$ cat src/rtl/nvs_pkg.sv
package nvs_pkg;
  typedef enum logic [2:0] {
    ST_OFF    = 3'd0,
    ST_RECALL = 3'd1,
    ST_IDLE   = 3'd2,
    ST_GRACE  = 3'd3,
    ST_STORE  = 3'd4
  } nvs_state_t;
endpackage

$ cat src/rtl/nvs_fsm.sv
module nvs_fsm
  import nvs_pkg::*;
#(
  parameter int RECALL_CYC = 40,
  parameter int STORE_CYC  = 24,
  parameter int GRACE_CYC  = 3
) (
  input  logic       clk,
  input  logic       rst,
  input  logic       vcc_ok,
  input  logic       store_req,
  input  logic       dirty,
  output nvs_state_t state_q,
  output nvs_state_t state_nx,
  output logic       store_done,
  output logic       recall_done
);
  localparam int MAXC0 = (RECALL_CYC > STORE_CYC) ? RECALL_CYC : STORE_CYC;
  localparam int MAXC  = (MAXC0 > GRACE_CYC) ? MAXC0 : GRACE_CYC;
  localparam int TW    = $clog2(MAXC + 1);

  logic [TW-1:0] cnt_q;
  logic [TW-1:0] ld_val;
  logic          ld;
  logic          cnt_zero;
  logic          fell_q;

  assign cnt_zero    = (cnt_q == '0);
  assign store_done  = (state_q == ST_STORE) && cnt_zero;
  assign recall_done = (state_q == ST_RECALL) && cnt_zero && vcc_ok;

  always_comb begin
    state_nx = state_q;
    ld       = 1'b0;
    ld_val   = '0;
    unique case (state_q)
      ST_OFF: begin
        if (vcc_ok) begin
          state_nx = ST_RECALL;
          ld       = 1'b1;
          ld_val   = TW'(RECALL_CYC - 1);
        end
      end
      ST_RECALL: begin
        if (!vcc_ok)      state_nx = ST_OFF;
        else if (cnt_zero) state_nx = ST_IDLE;
      end
      ST_IDLE: begin
        if (!vcc_ok || store_req) begin
          if (dirty) begin
            state_nx = ST_GRACE;
            ld       = 1'b1;
            ld_val   = TW'(GRACE_CYC - 1);
          end else if (!vcc_ok) begin
            state_nx = ST_OFF;
          end
        end
      end
      ST_GRACE: begin
        if (cnt_zero) begin
          state_nx = ST_STORE;
          ld       = 1'b1;
          ld_val   = TW'(STORE_CYC - 1);
        end
      end
      ST_STORE: begin
        if (cnt_zero) state_nx = (fell_q || !vcc_ok) ? ST_OFF : ST_IDLE;
      end
      default: state_nx = ST_OFF;
    endcase
  end

  always_ff @(posedge clk) begin
    if (rst) begin
      state_q <= ST_OFF;
      cnt_q   <= '0;
      fell_q  <= 1'b0;
    end else begin
      state_q <= state_nx;
      if (ld)             cnt_q <= ld_val;
      else if (!cnt_zero) cnt_q <= cnt_q - 1'b1;
      if (state_nx == ST_OFF || state_nx == ST_IDLE || state_nx == ST_RECALL)
        fell_q <= 1'b0;
      else if (!vcc_ok)
        fell_q <= 1'b1;
    end
  end
endmodule

$ cat src/rtl/nvs_host_gate.sv
module nvs_host_gate
  import nvs_pkg::*;
(
  input  logic       clk,
  input  logic       rst,
  input  nvs_state_t state_q,
  input  logic       vcc_ok,
  input  logic       host_rd,
  input  logic       host_wr,
  output logic       wr_accept,
  output logic       sram_rd_q,
  output logic       sram_wr_q
);
  logic open_now;

  assign open_now  = ((state_q == ST_IDLE) && vcc_ok) || (state_q == ST_GRACE);
  assign wr_accept = open_now && host_wr;

  always_ff @(posedge clk) begin
    if (rst) begin
      sram_rd_q <= 1'b0;
      sram_wr_q <= 1'b0;
    end else begin
      sram_rd_q <= open_now && host_rd;
      sram_wr_q <= wr_accept;
    end
  end
endmodule

$ cat src/rtl/nvs_dirty.sv
module nvs_dirty (
  input  logic clk,
  input  logic rst,
  input  logic wr_accept,
  input  logic store_done,
  input  logic recall_done,
  output logic dirty_q
);
  always_ff @(posedge clk) begin
    if (rst)                            dirty_q <= 1'b0;
    else if (store_done || recall_done) dirty_q <= 1'b0;
    else if (wr_accept)                 dirty_q <= 1'b1;
  end
endmodule

$ cat src/rtl/nvs_handshake.sv
module nvs_handshake #(
  parameter int HIGH_CYC = 5
) (
  input  logic clk,
  input  logic rst,
  input  logic busy_cur,
  input  logic busy_nx,
  input  logic vcc_live,
  output logic drive_lo_q,
  output logic drive_hi_q
);
  localparam int HW = $clog2(HIGH_CYC + 1);

  logic [HW-1:0] left_q;
  logic [HW-1:0] left_nx;

  always_comb begin
    if (busy_nx)                left_nx = '0;
    else if (busy_cur)          left_nx = HW'(HIGH_CYC);
    else if (left_q != '0)      left_nx = left_q - 1'b1;
    else                        left_nx = '0;
  end

  always_ff @(posedge clk) begin
    if (rst) begin
      left_q     <= '0;
      drive_lo_q <= 1'b0;
      drive_hi_q <= 1'b0;
    end else begin
      left_q     <= left_nx;
      drive_lo_q <= vcc_live && busy_nx;
      drive_hi_q <= vcc_live && (left_nx != '0);
    end
  end
endmodule

$ cat src/rtl/nvsram_cycle_ctrl.sv
module nvsram_cycle_ctrl
  import nvs_pkg::*;
#(
  parameter int RECALL_CYC = 40,
  parameter int STORE_CYC  = 24,
  parameter int GRACE_CYC  = 3,
  parameter int HIGH_CYC   = 5
) (
  input  logic clk,
  input  logic rst,
  input  logic vcc_ok,
  input  logic vcc_live,
  input  logic pin_store_n,
  input  logic host_rd,
  input  logic host_wr,
  output logic sram_rd,
  output logic sram_wr,
  output logic busy,
  output logic rw_block,
  output logic store_go,
  output logic recall_go,
  output logic hs_drive_lo,
  output logic hs_drive_hi
);
  nvs_state_t state_q, state_nx;
  logic store_done, recall_done, dirty_q, wr_accept;
  logic busy_nx, block_nx;

  nvs_fsm #(.RECALL_CYC(RECALL_CYC), .STORE_CYC(STORE_CYC), .GRACE_CYC(GRACE_CYC)) u_fsm (
    .clk(clk), .rst(rst), .vcc_ok(vcc_ok), .store_req(!pin_store_n), .dirty(dirty_q),
    .state_q(state_q), .state_nx(state_nx), .store_done(store_done), .recall_done(recall_done)
  );

  nvs_host_gate u_gate (
    .clk(clk), .rst(rst), .state_q(state_q), .vcc_ok(vcc_ok),
    .host_rd(host_rd), .host_wr(host_wr), .wr_accept(wr_accept),
    .sram_rd_q(sram_rd), .sram_wr_q(sram_wr)
  );

  nvs_dirty u_dirty (
    .clk(clk), .rst(rst), .wr_accept(wr_accept), .store_done(store_done),
    .recall_done(recall_done), .dirty_q(dirty_q)
  );

  assign busy_nx  = (state_nx == ST_RECALL) || (state_nx == ST_GRACE) || (state_nx == ST_STORE);
  assign block_nx = (state_nx == ST_OFF) || (state_nx == ST_RECALL) || (state_nx == ST_STORE);

  nvs_handshake #(.HIGH_CYC(HIGH_CYC)) u_hs (
    .clk(clk), .rst(rst), .busy_cur(busy), .busy_nx(busy_nx), .vcc_live(vcc_live),
    .drive_lo_q(hs_drive_lo), .drive_hi_q(hs_drive_hi)
  );

  always_ff @(posedge clk) begin
    if (rst) begin
      busy      <= 1'b0;
      rw_block  <= 1'b1;
      store_go  <= 1'b0;
      recall_go <= 1'b0;
    end else begin
      busy      <= busy_nx;
      rw_block  <= block_nx;
      store_go  <= (state_nx == ST_STORE) && (state_q != ST_STORE);
      recall_go <= (state_nx == ST_RECALL) && (state_q != ST_RECALL);
    end
  end
endmodule

$ cat config.mk
export PLATFORM = sky130hd
export DESIGN_NAME = nvsram_cycle_ctrl
export DESIGN_NICKNAME = d
export VERILOG_FILES = /design/src/rtl/nvs_pkg.sv /design/src/rtl/nvs_fsm.sv /design/src/rtl/nvs_host_gate.sv /design/src/rtl/nvs_dirty.sv /design/src/rtl/nvs_handshake.sv /design/src/rtl/nvsram_cycle_ctrl.sv
export SDC_FILE = /design/constraint.sdc
export NUM_CORES = 1
export LEC_CHECK = 0
export BUFFER_PORTS_ARGS = -buffer_cell sky130_fd_sc_hd__buf_2
export CAP_MARGIN = 10
export CELL_PAD_IN_SITES_DETAIL_PLACEMENT = 2
export CELL_PAD_IN_SITES_GLOBAL_PLACEMENT = 2
export CORE_MARGIN = 3
export CORE_UTILIZATION = 35
export CTS_CLUSTER_DIAMETER = 150
export DETAILED_ROUTE_END_ITERATION = 6
export PLACE_DENSITY = 0.8
export SYNTH_ARGS = -nofsm -noshare
export SYNTH_HDL_FRONTEND = slang
export SYNTH_HIERARCHICAL = 1
export SYNTH_SLANG_ARGS = --single-unit
$ cat constraint.sdc
create_clock -name clk -period 4.9 [get_ports clk]
set_clock_uncertainty 0.15 [all_clocks]
set_input_delay 0.98 -clock clk [delete_from_list [all_inputs] [get_ports clk]]
set_output_delay 0.98 -clock clk [all_outputs]
set_load 0.01 [all_outputs]
== Yosys cells after proc, flatten, opt, wreduce, memory -nomap -nowiden ==
Cells that the tools add are included.

* Add/sub/neg operators: 2
* Eq/ne operators: 11
* Reductions and logical operators: 29
* Multiplexer cells: 25

{| class="wikitable"
|+ Operator list
! operator !! count
|-
| 3-bit 2-to-1 mux || 11
|-
| 6-bit 2-to-1 mux || 4
|-
| 6-bit case mux with 3 select lines || 1
|-
| 3-bit case mux with 5 select lines || 1
|-
| 3-bit by 2-bit equality test with 1-bit output (second input constant) || 4
|-
| 1-bit logical AND || 10
|-
| 1-bit logical OR || 10
|-
| 3-bit by 1-bit equality test with 1-bit output (second input constant) || 2
|-
| 3-bit equality test (second input constant) || 2
|-
| 3-bit logical NOT || 2
|-
| 6-bit logical NOT || 1
|-
| 3-bit nonzero test || 2
|-
| 6-bit by 1-bit subtractor with 6-bit output (second input constant) || 1
|-
| 5-bit 2-to-1 mux || 1
|-
| 1-bit 2-to-1 mux || 4
|-
| 2-bit 2-to-1 mux || 2
|-
| 2-bit OR reduction || 2
|-
| 3-bit by 1-bit inequality test with 1-bit output (second input constant) || 1
|-
| 3-bit inequality test (second input constant) || 1
|-
| 1-bit case mux with 3 select lines || 1
|-
| 3-bit by 1-bit subtractor with 3-bit output (second input constant) || 1
|-
| 1-bit logical NOT || 2
|-
| 2-bit by 1-bit inequality test with 1-bit output (second input constant) || 1
|}

* Logic and storage cells: 80
* Output and inout port bits: 8
* Register bits: 22
* Bits of input ports: 7

== Depth between registers and ports, before layout ==
* Depth after elaboration: 11
* Depth in mapped cells: 9
* Gate-level depth less buffers: 9

== Modules after synthesis ==
Netlist, hierarchy kept.

{| class="wikitable"
|+ By module, submodules not included
! module !! sequential area each (sq um) !! area each (sq um) !! times used !! cells an instance
|-
| nvs_fsm || 200.2 || 679.4 || 1 || 84
|-
| nvs_handshake || 100.1 || 181.4 || 1 || 17
|-
| nvsram_cycle_ctrl || 80.1 || 148.9 || 1 || 15
|-
| nvs_host_gate || 40.0 || 82.6 || 1 || 7
|-
| nvs_dirty || 20.0 || 36.3 || 1 || 3
|}

== Worst setup path after synthesis ==
OpenSTA, ideal clock, no wires.

* Path kind: in2reg
* Start: input port vcc_ok
* End: register u_hs.left_q[2]
* Path buffers: 0
* Required time: 4626 ps
* Cell stages on the path: 7
* Arrival time: 2132 ps
* Library setup time: 124 ps
* Setup slack: 2494 ps
* Cells stage by stage: nor2b_1 -> a31oi_1 -> o211ai_2 -> or3b_1 -> nand2_1 -> nor2_1 -> a21boi_0

* Cells in the longest elaborated chain, start to end: 9
* Elaborated cells on any way between the ends: 17
* Those cells by class: eq/ne (3); mux (9); reduce/logical (5)

{| class="wikitable"
|+ Ends and longest elaborated chain
! element !! RTL line !! source
|-
| from (decl) || nvsram_cycle_ctrl.sv:11 || <nowiki>input logic vcc_ok,</nowiki>
|-
| 1-bit logical NOT || - ||
|-
| 1-bit logical OR || nvs_fsm.sv:67 || <nowiki>if (cnt_zero) state_nx = (fell_q || !vcc_ok) ? ST_OFF : ST_IDLE;</nowiki>
|-
| 2-bit 2-to-1 mux || nvs_fsm.sv:67 ||
|-
| 3-bit 2-to-1 mux || nvs_fsm.sv:67 ||
|-
| 3-bit case mux with 5 select lines (*) || nvs_fsm.sv:36 || <nowiki>unique case (state_q)</nowiki>
|-
| named net state_nx[1] || nvsram_cycle_ctrl.sv:25 || <nowiki>nvs_state_t state_q, state_nx;</nowiki>
|-
| 3-bit by 1-bit equality test with 1-bit output or 3-bit by 2-bit equality test with 1-bit output (tied branches) || nvsram_cycle_ctrl.sv:45 || <nowiki>assign busy_nx = (state_nx == ST_RECALL) || (state_nx == ST_GRACE) || (state_nx == ST_STORE);</nowiki>
|-
| 1-bit logical OR || nvsram_cycle_ctrl.sv:45 ||
|-
| 1-bit logical OR (*) || nvsram_cycle_ctrl.sv:45 ||
|-
| named net busy_nx || nvsram_cycle_ctrl.sv:27 || <nowiki>logic busy_nx, block_nx;</nowiki>
|-
| 3-bit 2-to-1 mux (*) || nvs_handshake.sv:18 || <nowiki>if (busy_nx) left_nx = '0;</nowiki>
|-
| to (signal assigned) || nvs_handshake.sv:30 || <nowiki>left_q <= left_nx;</nowiki>
|-
| to (decl) || nvs_handshake.sv:14 || <nowiki>logic [HW-1:0] left_q;</nowiki>
|}

The timed path passes the listed nets; every way through them passes the cells marked *.
A chain may end at the register's enable or synchronous reset.

== Worst setup path in the final report ==
* Start: register u_fsm.cnt_q[0]
* End: register u_hs.left_q[0]

* Cells in the longest elaborated chain, start to end: 8
* Elaborated cells on any way between the ends: 12
* Those cells by class: eq/ne (3); mux (6); reduce/logical (3)

{| class="wikitable"
|+ Ends and longest elaborated chain
! element !! RTL line !! source
|-
| from (decl) || nvs_fsm.sv:22 || <nowiki>logic [TW-1:0] cnt_q;</nowiki>
|-
| from (signal assigned) || nvs_fsm.sv:80 || <nowiki>if (ld) cnt_q <= ld_val;</nowiki>
|-
| from (signal assigned) || nvs_fsm.sv:81 || <nowiki>else if (!cnt_zero) cnt_q <= cnt_q - 1'b1;</nowiki>
|-
| 6-bit logical NOT (*) || nvs_fsm.sv:28 || <nowiki>assign cnt_zero = (cnt_q == '0);</nowiki>
|-
| 3-bit 2-to-1 mux || nvs_fsm.sv:46 || <nowiki>else if (cnt_zero) state_nx = ST_IDLE;</nowiki>
|-
| 3-bit 2-to-1 mux || nvs_fsm.sv:45 || <nowiki>if (!vcc_ok) state_nx = ST_OFF;</nowiki>
|-
| 3-bit case mux with 5 select lines (*) || nvs_fsm.sv:36 ||
|-
| named net state_nx[1] || nvsram_cycle_ctrl.sv:25 ||
|-
| 3-bit by 1-bit equality test with 1-bit output or 3-bit by 2-bit equality test with 1-bit output (tied branches) || nvsram_cycle_ctrl.sv:45 ||
|-
| 1-bit logical OR || nvsram_cycle_ctrl.sv:45 ||
|-
| 1-bit logical OR (*) || nvsram_cycle_ctrl.sv:45 ||
|-
| named net busy_nx || nvsram_cycle_ctrl.sv:27 ||
|-
| 3-bit 2-to-1 mux (*) || nvs_handshake.sv:18 ||
|}

Marks and branches as above.

==> results.cfg <==
[status]
status = completed

[worst_setup_path]
cp_cell_sequence = inv_1 > ha_1 > or4b_4 > o2111ai_2 > o211ai_2 > or3b_1 > nand2_1 > nor2_1 > a21boi_0
crit_start = u_fsm/cnt_q[0]
crit_family = simple AND/OR/NAND/NOR gates
arrival_ns = 2.72
crit_slowest_cell = or4b_4
crit_path_start_kind = register
critical_path.max_stage_delay_ns = 0.52
reg2reg_depth = 9
critPathMaxFanout = 5
endpoint_kind = register
r2r-start = u_fsm/cnt_q[0]
worstPathRequired_ns = 4.96
crit_type = reg2reg
crit_buf_inv = 1
crit_cells = 9

[yosys]
syn_inst = 126
synth_edf_count = 0
yosys.area.top_type = dfxtp_1
synthTopCellsByCount = 22 x dfxtp_1, 11 x nor2_1, 10 x a21oi_1, 10 x nand2_1
yosysWarnings = 6
syn_area_per_cell_um2 = 8.957
netlist_area_mm2 = 0.001129
ys_seq_area_frac = 0.3902
yosysMostFrequentCell = dfxtp_1
synthDistinctLibCells = 47
syn_nets = 134
synth-main-ff-cell = dfxtp_1
ys_ff_latch = 22
synth_top_area_share = 0.3902
synth_area_leaders = dfxtp_1 39%, a21oi_1 4.4%, nor2_1 3.7%
async_flop_share = 0

[sta]
post-route-period-util = 0.5440
relSlewSlack = 0.6208
slew_viol_final = 0
worst_pin_slew_ns = 0.5681
setup_tns_ns = 0
post-route-min-period_ns = 2.666
rsz0062_at_grt = no
fmax_mhz = 375.2
hold_violations = 0
setup_violations = 0

[clock_network]
postCtsHoldBufs = 0
cts_resized = 0
clock_latency_ns = 0.32
ctsRootBufferMaster = clkbuf_4
numCtsBuffers = 3
cts_sinks = 22
cts_tree = done
cts_setup_buffers = 0
htree_levels = 1
cts.path.max_buffers = 2
clk_pin_slew_worst_paths_ns = 0.13

[floorplanning]
die_w_um = 62.79
initial_core_util = 0.3891
die_h_um = 62.79
die_area_mm2 = 0.003942
core-area_mm2 = 0.002900
rows = 19
ioPinCount = 15

[min_path]
min_path_type = reg2reg
hold_depth = 1
holdCritStartpoint = busy

[flow_run]
maxCapViolCount = 0

[route]
routed.top_layer = met4
detail_route.wirelength.met1_um = 1392
dr_wl_met2_um = 1573
wl_um = 3137
drt-vias-per-instance = 5.527
drt_iter0_markers = 29
wl_per_cell_um = 17.24
vias = 1006
postRouteAntennaNets = 0
drc = 0
dr_wl_met3_um = 128
first_pass_iters = 4

[power]
swShare = 0.3690
seq_power_share = 0.404
switchingPower_uw = 231.3
p_int_uw = 395.5
leakagePower_nw = 0.4846
p_per_area_mw_per_mm2 = 487.3
peakVddDrop_mv = 0.1793
clock_power_share = 0.226
combPwrFrac = 0.370
finalPower_uw = 626.7

[cells_and_area]
top_regs = u_fsm/cnt_q x6, u_fsm/state_q x3, u_hs/left_q x3
nNetsFinal = 149
diodes = 0
fill_cells = 342
area_growth_pct = 13.97
largest_register_ffs = 6
largest-register = u_fsm/cnt_q
drive_gt1_frac = 0.2286

[global_routing]
grt_max_degree = 20
antenna_found_initial = 0
grt_pass1_vias = 1083
grt_pass1_wl_um = 5444
grt_usage = 0.1758
overflow = 0

[placed_design]
dp_hpwl_um = 2263
place.gp.congestion = 0.8432
portBuffers = 14
[placed cells by master, fill, tap and decap left out, types with 2 or more instances in the layout]
cell type	count
nand2_1	10
o21ai_0	4
xnor2_1	3
nor3_1	6
or3b_1	2
nand2b_1	5
nor2b_1	6
a21boi_0	2
nor4b_1	2
inv_1	5
dfxtp_1	22
nor2_1	11
a21oi_1	10
buf_2	14
clkbuf_4	3
nor3b_1	3
[power by group through the flow]
stage	clock network [mW]	registers, mW	logic [mW]
floorplan	0	0.234	0.189
global placement	0	0.251	0.213
detailed placement	0	0.255	0.228
CTS	0.146	0.252	0.233
global route	0.160	0.259	0.257
finish	0.142	0.253	0.232
[worst paths after layout]
check | endpoint | slack, ns
setup / recovery | u_hs/left_q[0] | 2.23
hold / removal | u_hs/left_q[1] | 0.36
setup reg to reg | u_hs/left_q[0] | 2.23
hold reg to reg | u_hs/left_q[1] | 0.36
[logic make-up after synthesis]
| kind of cell | count (synthesis) | share of synthesized area |
|---|---|---|
| AOI/OAI and AO/OA | 32 | 0.2140 |
| xor gates and xnor gates | 3 | 0.02329 |
| adders and majority gates | 1 | 0.01108 |
| buffers and inverters | 9 | 0.03216 |
| DFF | 22 | 0.3902 |
| and+or+nand+nor | 59 | 0.3293 |
[cell type report]
| class | instances | area, um^2 | share of cell area |
|---|---|---|---|
| Clock buffer | 3 | 22.52 | 0.01751 |
| Clock inverter | 1 | 30.03 | 0.02335 |
| Inverter | 5 | 18.77 | 0.01459 |
| Multi-Input combinational cell | 95 | 651.9 | 0.5068 |
| Sequential cell | 22 | 440.4 | 0.3424 |
| Tap cell | 42 | 52.55 | 0.04086 |
| Timing Repair Buffer | 14 | 70.07 | 0.05447 |
[per-stage QoR]
stage | instance area (um^2) | utilization | worst slack [ns] | instances | hold slack (ns)
after global routing | 1286 | 0.4435 | 2.016 | 182 | 0.3949
after global placement | 1234 | 0.4254 | 2.193 | 178 | 0.3384
after detailed placement | 1234 | 0.4254 | 2.084 | 178 | 0.3437
final | 1286 | 0.4435 | 2.234 | 182 | 0.3553
after floorplan | 1129 | - | 2.494 | 126 | 0.3241
after CTS | 1286 | 0.4435 | 2.222 | 182 | 0.3615
[routing by layer]
layer	up-vias	track usage
met5	-	0
met4	0	0.05785
met3	5	0.02518
met2	20	0.3023
met1	501	0.2240
li1	480	-
No activity file was read; power rests on OpenSTA's default activity.
